[src/rtl/frf_pkg.sv]
// Package: shared fault code encoding and beat classification for the
// flash read error response filter.
package frf_pkg;

    typedef enum logic [1:0] {
        FLT_NONE     = 2'd0,
        FLT_INTERNAL = 2'd1,
        FLT_ECC_UNC  = 2'd2,
        FLT_ECC_COR  = 2'd3
    } flt_code_e;

    // Pick the reported fault code: internal > uncorrectable > corrected.
    function automatic flt_code_e classify(input logic int_err,
                                           input logic ecc_unc,
                                           input logic ecc_cor);
        if (int_err)      return FLT_INTERNAL;
        else if (ecc_unc) return FLT_ECC_UNC;
        else if (ecc_cor) return FLT_ECC_COR;
        else              return FLT_NONE;
    endfunction

endpackage

[src/rtl/frf_resp_stage.sv]
// Module: frf_resp_stage
// Registers one interface's response. It decides on the bus error and the
// no-cache indication and produces the fault event.
// Assumes: the error flags are only meaningful when in_valid is 1. The
// silent control is sampled in the same cycle as the beat.
module frf_resp_stage
    import frf_pkg::*;
#(
    parameter int DW = 32
) (
    input  logic          clk,
    input  logic          rst_n,
    input  logic          silent,
    input  logic          in_valid,
    input  logic [DW-1:0] in_data,
    input  logic          in_unc,
    input  logic          in_int,
    input  logic          in_cor,
    input  logic          in_cpu,
    output logic          out_valid,
    output logic [DW-1:0] out_data,
    output logic          out_berr,
    output logic          out_nocache,
    output logic          flt_valid,
    output logic [1:0]    flt_code
);

    logic      nonrec;
    logic      any_flag;
    flt_code_e code_d;
    flt_code_e code_q;

    // Combine the flags of the incoming beat.
    always_comb begin
        nonrec   = in_valid && (in_unc || in_int);
        any_flag = in_valid && (in_unc || in_int || in_cor);
        code_d   = in_valid ? classify(in_int, in_unc, in_cor) : FLT_NONE;
    end

    // Response register: data, error signalling and fault event move together.
    always_ff @(posedge clk) begin
        if (!rst_n) begin
            out_valid   <= 1'b0;
            out_data    <= '0;
            out_berr    <= 1'b0;
            out_nocache <= 1'b0;
            flt_valid   <= 1'b0;
            code_q      <= FLT_NONE;
        end else begin
            out_valid   <= in_valid;
            out_data    <= in_valid ? in_data : '0;
            out_berr    <= nonrec && (!in_cpu || !silent);
            out_nocache <= nonrec;
            flt_valid   <= any_flag;
            code_q      <= code_d;
        end
    end

    assign flt_code = code_q;

    // data comes out one cycle after it is accepted.
    p_data_pass_r2: assert property (@(posedge clk) disable iff (!rst_n)
        in_valid |=> (out_valid && out_data == $past(in_data)));

    // non-CPU masters always see the error.
    p_noncpu_berr_r3: assert property (@(posedge clk) disable iff (!rst_n)
        (in_valid && !in_cpu && (in_unc || in_int)) |=> out_berr);

    // CPU masters see the error when silent mode is off.
    p_cpu_berr_r4: assert property (@(posedge clk) disable iff (!rst_n)
        (in_valid && in_cpu && !silent && (in_unc || in_int)) |=> out_berr);

    // silent mode hides the error from CPU masters.
    p_silent_r5: assert property (@(posedge clk) disable iff (!rst_n)
        (in_valid && in_cpu && silent) |=> !out_berr);

    // a bus error always comes with the no-cache flag.
    p_berr_nocache_r6: assert property (@(posedge clk) disable iff (!rst_n)
        out_berr |-> out_nocache);

    // an event carries a code, and no event means code 0.
    p_code_r7: assert property (@(posedge clk) disable iff (!rst_n)
        flt_valid == (flt_code != 2'd0));

    // an idle beat produces nothing.
    p_idle_r11: assert property (@(posedge clk) disable iff (!rst_n)
        !in_valid |=> (!out_valid && !flt_valid && !out_berr && !out_nocache));

endmodule

[src/rtl/frf_status_bank.sv]
// Module: frf_status_bank
// Sticky internal-fault status bits, one per CPU master, for one interface.
// Assumes: log_en already covers valid, CPU class and the internal-fault flag.
// Ids of NCPU or above set no bit. On the same bit in the same cycle, a set
// wins over a clear.
module frf_status_bank #(
    parameter int NCPU = 3,
    parameter int IDW  = 2
) (
    input  logic            clk,
    input  logic            rst_n,
    input  logic            log_en,
    input  logic [IDW-1:0]  log_id,
    input  logic [NCPU-1:0] clr,
    output logic [NCPU-1:0] sts
);

    for (genvar k = 0; k < NCPU; k++) begin : g_bit
        logic hit;

        // Decode whether this master's bit is set by the current beat.
        always_comb hit = log_en && (log_id == IDW'(k));

        // Sticky bit with write-one-to-clear, where a set has priority.
        always_ff @(posedge clk) begin
            if (!rst_n)      sts[k] <= 1'b0;
            else if (hit)    sts[k] <= 1'b1;
            else if (clr[k]) sts[k] <= 1'b0;
        end

        // the bit holds without a clear.
        p_sticky_r9: assert property (@(posedge clk) disable iff (!rst_n)
            (sts[k] && !clr[k]) |=> sts[k]);

        // a clear takes effect at the next edge unless a set is pending.
        p_clear_r9: assert property (@(posedge clk) disable iff (!rst_n)
            (clr[k] && !hit) |=> !sts[k]);

        // the bit only rises after a logged internal fault from master k.
        p_only_log_r8: assert property (@(posedge clk) disable iff (!rst_n)
            (!sts[k] && !(log_en && log_id == IDW'(k))) |=> !sts[k]);
    end

endmodule

[src/rtl/frf_top.sv]
// Module: frf_top
// Flash read error response filter for NIF interfaces. Each interface gets
// a response stage and a status bank with one bit per CPU master.
// Assumes: interface i uses slice i of every packed vector. Status bit
// i*NCPU+k belongs to CPU master k on interface i.
module frf_top #(
    parameter int NIF  = 2,
    parameter int NCPU = 3,
    parameter int DW   = 32,
    parameter int IDW  = (NCPU > 1) ? $clog2(NCPU) : 1
) (
    input  logic                clk,
    input  logic                rst_n,
    input  logic [NIF-1:0]      silent_en,
    input  logic [NIF-1:0]      rd_valid,
    input  logic [NIF*DW-1:0]   rd_data,
    input  logic [NIF-1:0]      rd_ecc_unc,
    input  logic [NIF-1:0]      rd_int_err,
    input  logic [NIF-1:0]      rd_ecc_cor,
    input  logic [NIF-1:0]      rd_cpu,
    input  logic [NIF*IDW-1:0]  rd_cpu_id,
    input  logic [NIF*NCPU-1:0] sts_clr,
    output logic [NIF-1:0]      rsp_valid,
    output logic [NIF*DW-1:0]   rsp_data,
    output logic [NIF-1:0]      rsp_berr,
    output logic [NIF-1:0]      rsp_nocache,
    output logic [NIF-1:0]      flt_valid,
    output logic [NIF*2-1:0]    flt_code,
    output logic [NIF*NCPU-1:0] sts_int
);

    for (genvar i = 0; i < NIF; i++) begin : g_if
        logic log_en;

        // Only internal faults from CPU masters are logged.
        always_comb log_en = rd_valid[i] && rd_cpu[i] && rd_int_err[i];

        frf_resp_stage #(.DW(DW)) u_resp (
            .clk        (clk),
            .rst_n      (rst_n),
            .silent     (silent_en[i]),
            .in_valid   (rd_valid[i]),
            .in_data    (rd_data[i*DW +: DW]),
            .in_unc     (rd_ecc_unc[i]),
            .in_int     (rd_int_err[i]),
            .in_cor     (rd_ecc_cor[i]),
            .in_cpu     (rd_cpu[i]),
            .out_valid  (rsp_valid[i]),
            .out_data   (rsp_data[i*DW +: DW]),
            .out_berr   (rsp_berr[i]),
            .out_nocache(rsp_nocache[i]),
            .flt_valid  (flt_valid[i]),
            .flt_code   (flt_code[i*2 +: 2])
        );

        frf_status_bank #(.NCPU(NCPU), .IDW(IDW)) u_sts (
            .clk   (clk),
            .rst_n (rst_n),
            .log_en(log_en),
            .log_id(rd_cpu_id[i*IDW +: IDW]),
            .clr   (sts_clr[i*NCPU +: NCPU]),
            .sts   (sts_int[i*NCPU +: NCPU])
        );

        // an uncorrectable ECC error without an internal fault is not logged.
        p_ecc_unlogged_r8: assert property (@(posedge clk) disable iff (!rst_n)
            (rd_valid[i] && rd_ecc_unc[i] && !rd_int_err[i] &&
             sts_int[i*NCPU +: NCPU] == '0) |=> (sts_int[i*NCPU +: NCPU] == '0));
    end

endmodule

[config.mk]
export PLATFORM = sky130hd
export DESIGN_NAME = frf_top
export DESIGN_NICKNAME = d
export VERILOG_FILES = /design/src/rtl/frf_pkg.sv /design/src/rtl/frf_resp_stage.sv /design/src/rtl/frf_status_bank.sv /design/src/rtl/frf_top.sv
export SDC_FILE = /design/constraint.sdc
export NUM_CORES = 1
export LEC_CHECK = 0
export ABC_CLOCK_PERIOD_IN_PS = 800
export CAP_MARGIN = 20
export CORE_ASPECT_RATIO = 1.25
export CORE_UTILIZATION = 36
export CTS_BUF_LIST = sky130_fd_sc_hd__clkbuf_8
export DETAILED_ROUTE_END_ITERATION = 8
export GPL_TIMING_DRIVEN = 0
export PLACE_DENSITY = 0.91
export SLEW_MARGIN = 20
export SYNTH_ARGS = -nofsm -noshare
export SYNTH_HDL_FRONTEND = slang
export SYNTH_SLANG_ARGS = --single-unit
[constraint.sdc]
create_clock -name clk -period 0.8 [get_ports clk]
set_input_delay 0.08 -clock clk [delete_from_list [all_inputs] [get_ports clk]]
set_output_delay 0.08 -clock clk [all_outputs]
set_load 0.01 [all_outputs]
==> run summary <==
H-tree depth: 3
DRT Pass-1 Iters: 4
Largest net degree at the start of global routing: 16
Initial core utilization: 0.373
TritonCTS Sinks: 82
Layer with the highest usage: met2
Synthesized area per cell: 11.5 um^2
Hold buffer count at CTS: 0
Total power: 8.04 mW
Die area: 7180 um^2
Cell row count: 33
Leak pwr: 2.12 nW
Antenna diode count: 0
WL per Instance: 13.7 um
Top_reg_cell synth: dfxtp_1
RSZ-0062 raised after global routing: true
Area contributors post-synth: dfxtp_1, and3_1, buf_4
Clock skew: 0 ns
Slowest cell on crit path: dfxtp_1
I/O pin count: 170
Synth cell types: 21
Critical path, cell by cell: buf_2
EDFF count, synth: 0
Relative slew slack: 0.792
Violated checks: setup timing
First-pass GRT wire length: 10500 um
Area of the multi-input gates: 657 um^2
Grt met1 use: 0.200
CP bufs+invs: 1
Area Overhead vs Synth: 74.8%
Num CTS Buffers: 9
Final wirelength: 6580 um
CTS root buf: clkbuf_8
Fin crit share: 1.08
Outcome: complete, but fails checks
Max stage delay on crit path: 0.32 ns
Vias/cell: 4.48
Buffers on Ports: 169
Filler Cell Count: 520
Final Hold Fails: 0
Area post-placement: 4270 um^2
Worst Path Required: 0.72 ns
DIE WIDTH: 76.0 um
FMAX: 1.15 GHz
1st-iter DRT viols: 68
Final Slew Violations: 0
Worst Setup Slack, final: -0.0672 ns
Final setup vio count: 82
Reg area: 1700 um^2
Die Height: 94.5 um
Initial antenna violation count: 0
Max-cap violations: 0
Syn Inst Count: 214
GP Congestion: 0.728
Hold Crit Class: in -> reg
Mapped cell area: 2460 um^2
#FFs+latches synth: 82
Most common library cells after synthesis: dfxtp_1, and3_1, buf_4
Worst Path Max Fanout: 1
Critical path class: reg -> out
GRT met2 Usage: 0.349
Antenna viol nets, final: 0
Delay-heaviest family, CP: flip-flops
Clock Latency Late Sink: 0.33 ns
Slew @ Worst Pin: 0.312 ns
CORE AREA: 6610 um^2
Met3 Usage GRT: 0.0502
Worst EP arrival: 0.79 ns
DRC errors left: 0
Period minus WS final: 0.867 ns
Count leader, synth: dfxtp_1
Share of cells above drive strength 1: 0.407
Number of synthesis warnings: 0
Area leader, netlist: dfxtp_1
Fin area: 4310 um^2
Syn nets: 302
Worst-path clk slew: 0.09 ns
Synth async-reset ratio: 0
Crit path launch type: register
Grt ovf: 0
Final Net Count: 476
Pwr/cell area: 1870 nW/um^2
Vias in the first global route: 2199
Vias: 2151
Gr usage total: 0.189
Crit. End Element: primary output
HPWL after detailed placement: 5160 um
CTS tree: yes
Sequential area share after synthesis: 0.666
Peak VDD IR: 1460 uV
Area share of the largest cell type after synthesis: 0.666
CTS max path bufs: 2
==> registers in the layout, summed over array words and instances (netlist names) <==
signal,count
g_if.u_resp.flt_code,4
g_if.u_resp.flt_valid,2
g_if.u_resp.out_data,64
g_if.u_resp.out_berr,2
g_if.u_resp.out_valid,2
g_if.u_resp.out_nocache,2
g_if.u_sts.sts,6
==> area by class of cell <==
type	instances	area share
buffer	14	0.0215
clock buffer	9	0.0288
clock inverter	7	0.0125
inverter	4	0.00349
multi-input combinational	106	0.152
sequential	82	0.394
tap	87	0.0253
timing repair buffer	171	0.362
==> metrics by stage <==
stage,hold WS (ns),worst slack (ns),utilization,TNS (ns),instances
finish,0.253,-0.0672,0.652,-3.93,480
global route,0.291,-0.110,0.652,-7.42,480
CTS,0.239,-0.0871,0.628,-5.79,480
detailed placement,0.473,-0.565,0.646,-47.48,470
global placement,0.471,-0.542,0.646,-44.81,470
floorplan,0.159,0.207,-,0,214
==> logic make-up (layout without fill, tap and decap cells) <==
logic type / after synthesis / after routing / synth area share
flip-flops: 82 / 82 / 0.666
AND/OR/NAND/NOR: 96 / 96 / 0.240
buffers and inverters: 26 / 205 / 0.0675
AO/OA/AOI/OAI: 10 / 10 / 0.0269
==> routing by layer <==
layer,vias up,part of all wire
li1,1065,-
met5,-,0
met1,973,0.37
met4,0,0.024
met2,98,0.54
met3,15,0.060
==> final timing paths <==
| path | endpoint | cells after the start | startpoint | slack (ns) |
|---|---|---|---|---|
| min | g_if[0].u_sts.sts[0]$_SDFFE_PN0P_ | 3 | rst_n | 0.25 |
| min reg2reg | g_if[1].u_sts.sts[1]$_SDFFE_PN0P_ | 2 | g_if[1].u_sts.sts[1]$_SDFFE_PN0P_ | 0.49 |
| max | rsp_data[57] | 1 | g_if[1].u_resp.out_data[25]$_SDFF_PN0_ | -0.07 |
| max reg2reg | g_if[0].u_sts.sts[0]$_SDFFE_PN0P_ | 3 | g_if[0].u_sts.sts[0]$_SDFFE_PN0P_ | 0.10 |
==> report_power, final <==
part	leakage, nW	switching [mW]	internal [mW]
logic	1.34	0.374	0.695
registers	0.690	0.0568	4.26
clock network	0.0822	1.51	1.15
==> repair_timing <==
action / CTS / global route
endpoints found under the setup margin: 162 / 82
cloned: 0 / 0
gates resized for setup: 375 / 43
setup buffers: 2 / 0
pin swaps: 0 / 0
==> cell usage in the layout, fill, tap and decap left out, drive strengths merged <==
| master | synthesis | final |
|---|---|---|
| or2b | 1 | 1 |
| nand4b | 2 | 2 |
| nand3 | 2 | 2 |
| clkinv | 0 | 2 |
| clkinvlp | 0 | 3 |
| nand2b | 3 | 3 |
| nand3b | 7 | 7 |
| a21oi | 2 | 2 |
| inv | 4 | 6 |
| dlygate4sd2 | 0 | 3 |
| clkdlybuf4s50 | 0 | 84 |
| nor2 | 8 | 8 |
| o21ai | 5 | 5 |
| nand2 | 5 | 5 |
| nor3 | 4 | 4 |
| a211oi | 2 | 2 |
| clkbuf | 4 | 13 |
| buf | 18 | 94 |
| dfxtp | 82 | 82 |
| and3 | 64 | 64 |
| o22ai | 1 | 1 |
==> tightest hold or removal path, cell delays in order <==
cell           delay, ns
dlygate4sd2_1       0.31
nand2b_1            0.09
o21ai_0             0.06
Power figures use the tool's default switching activity.
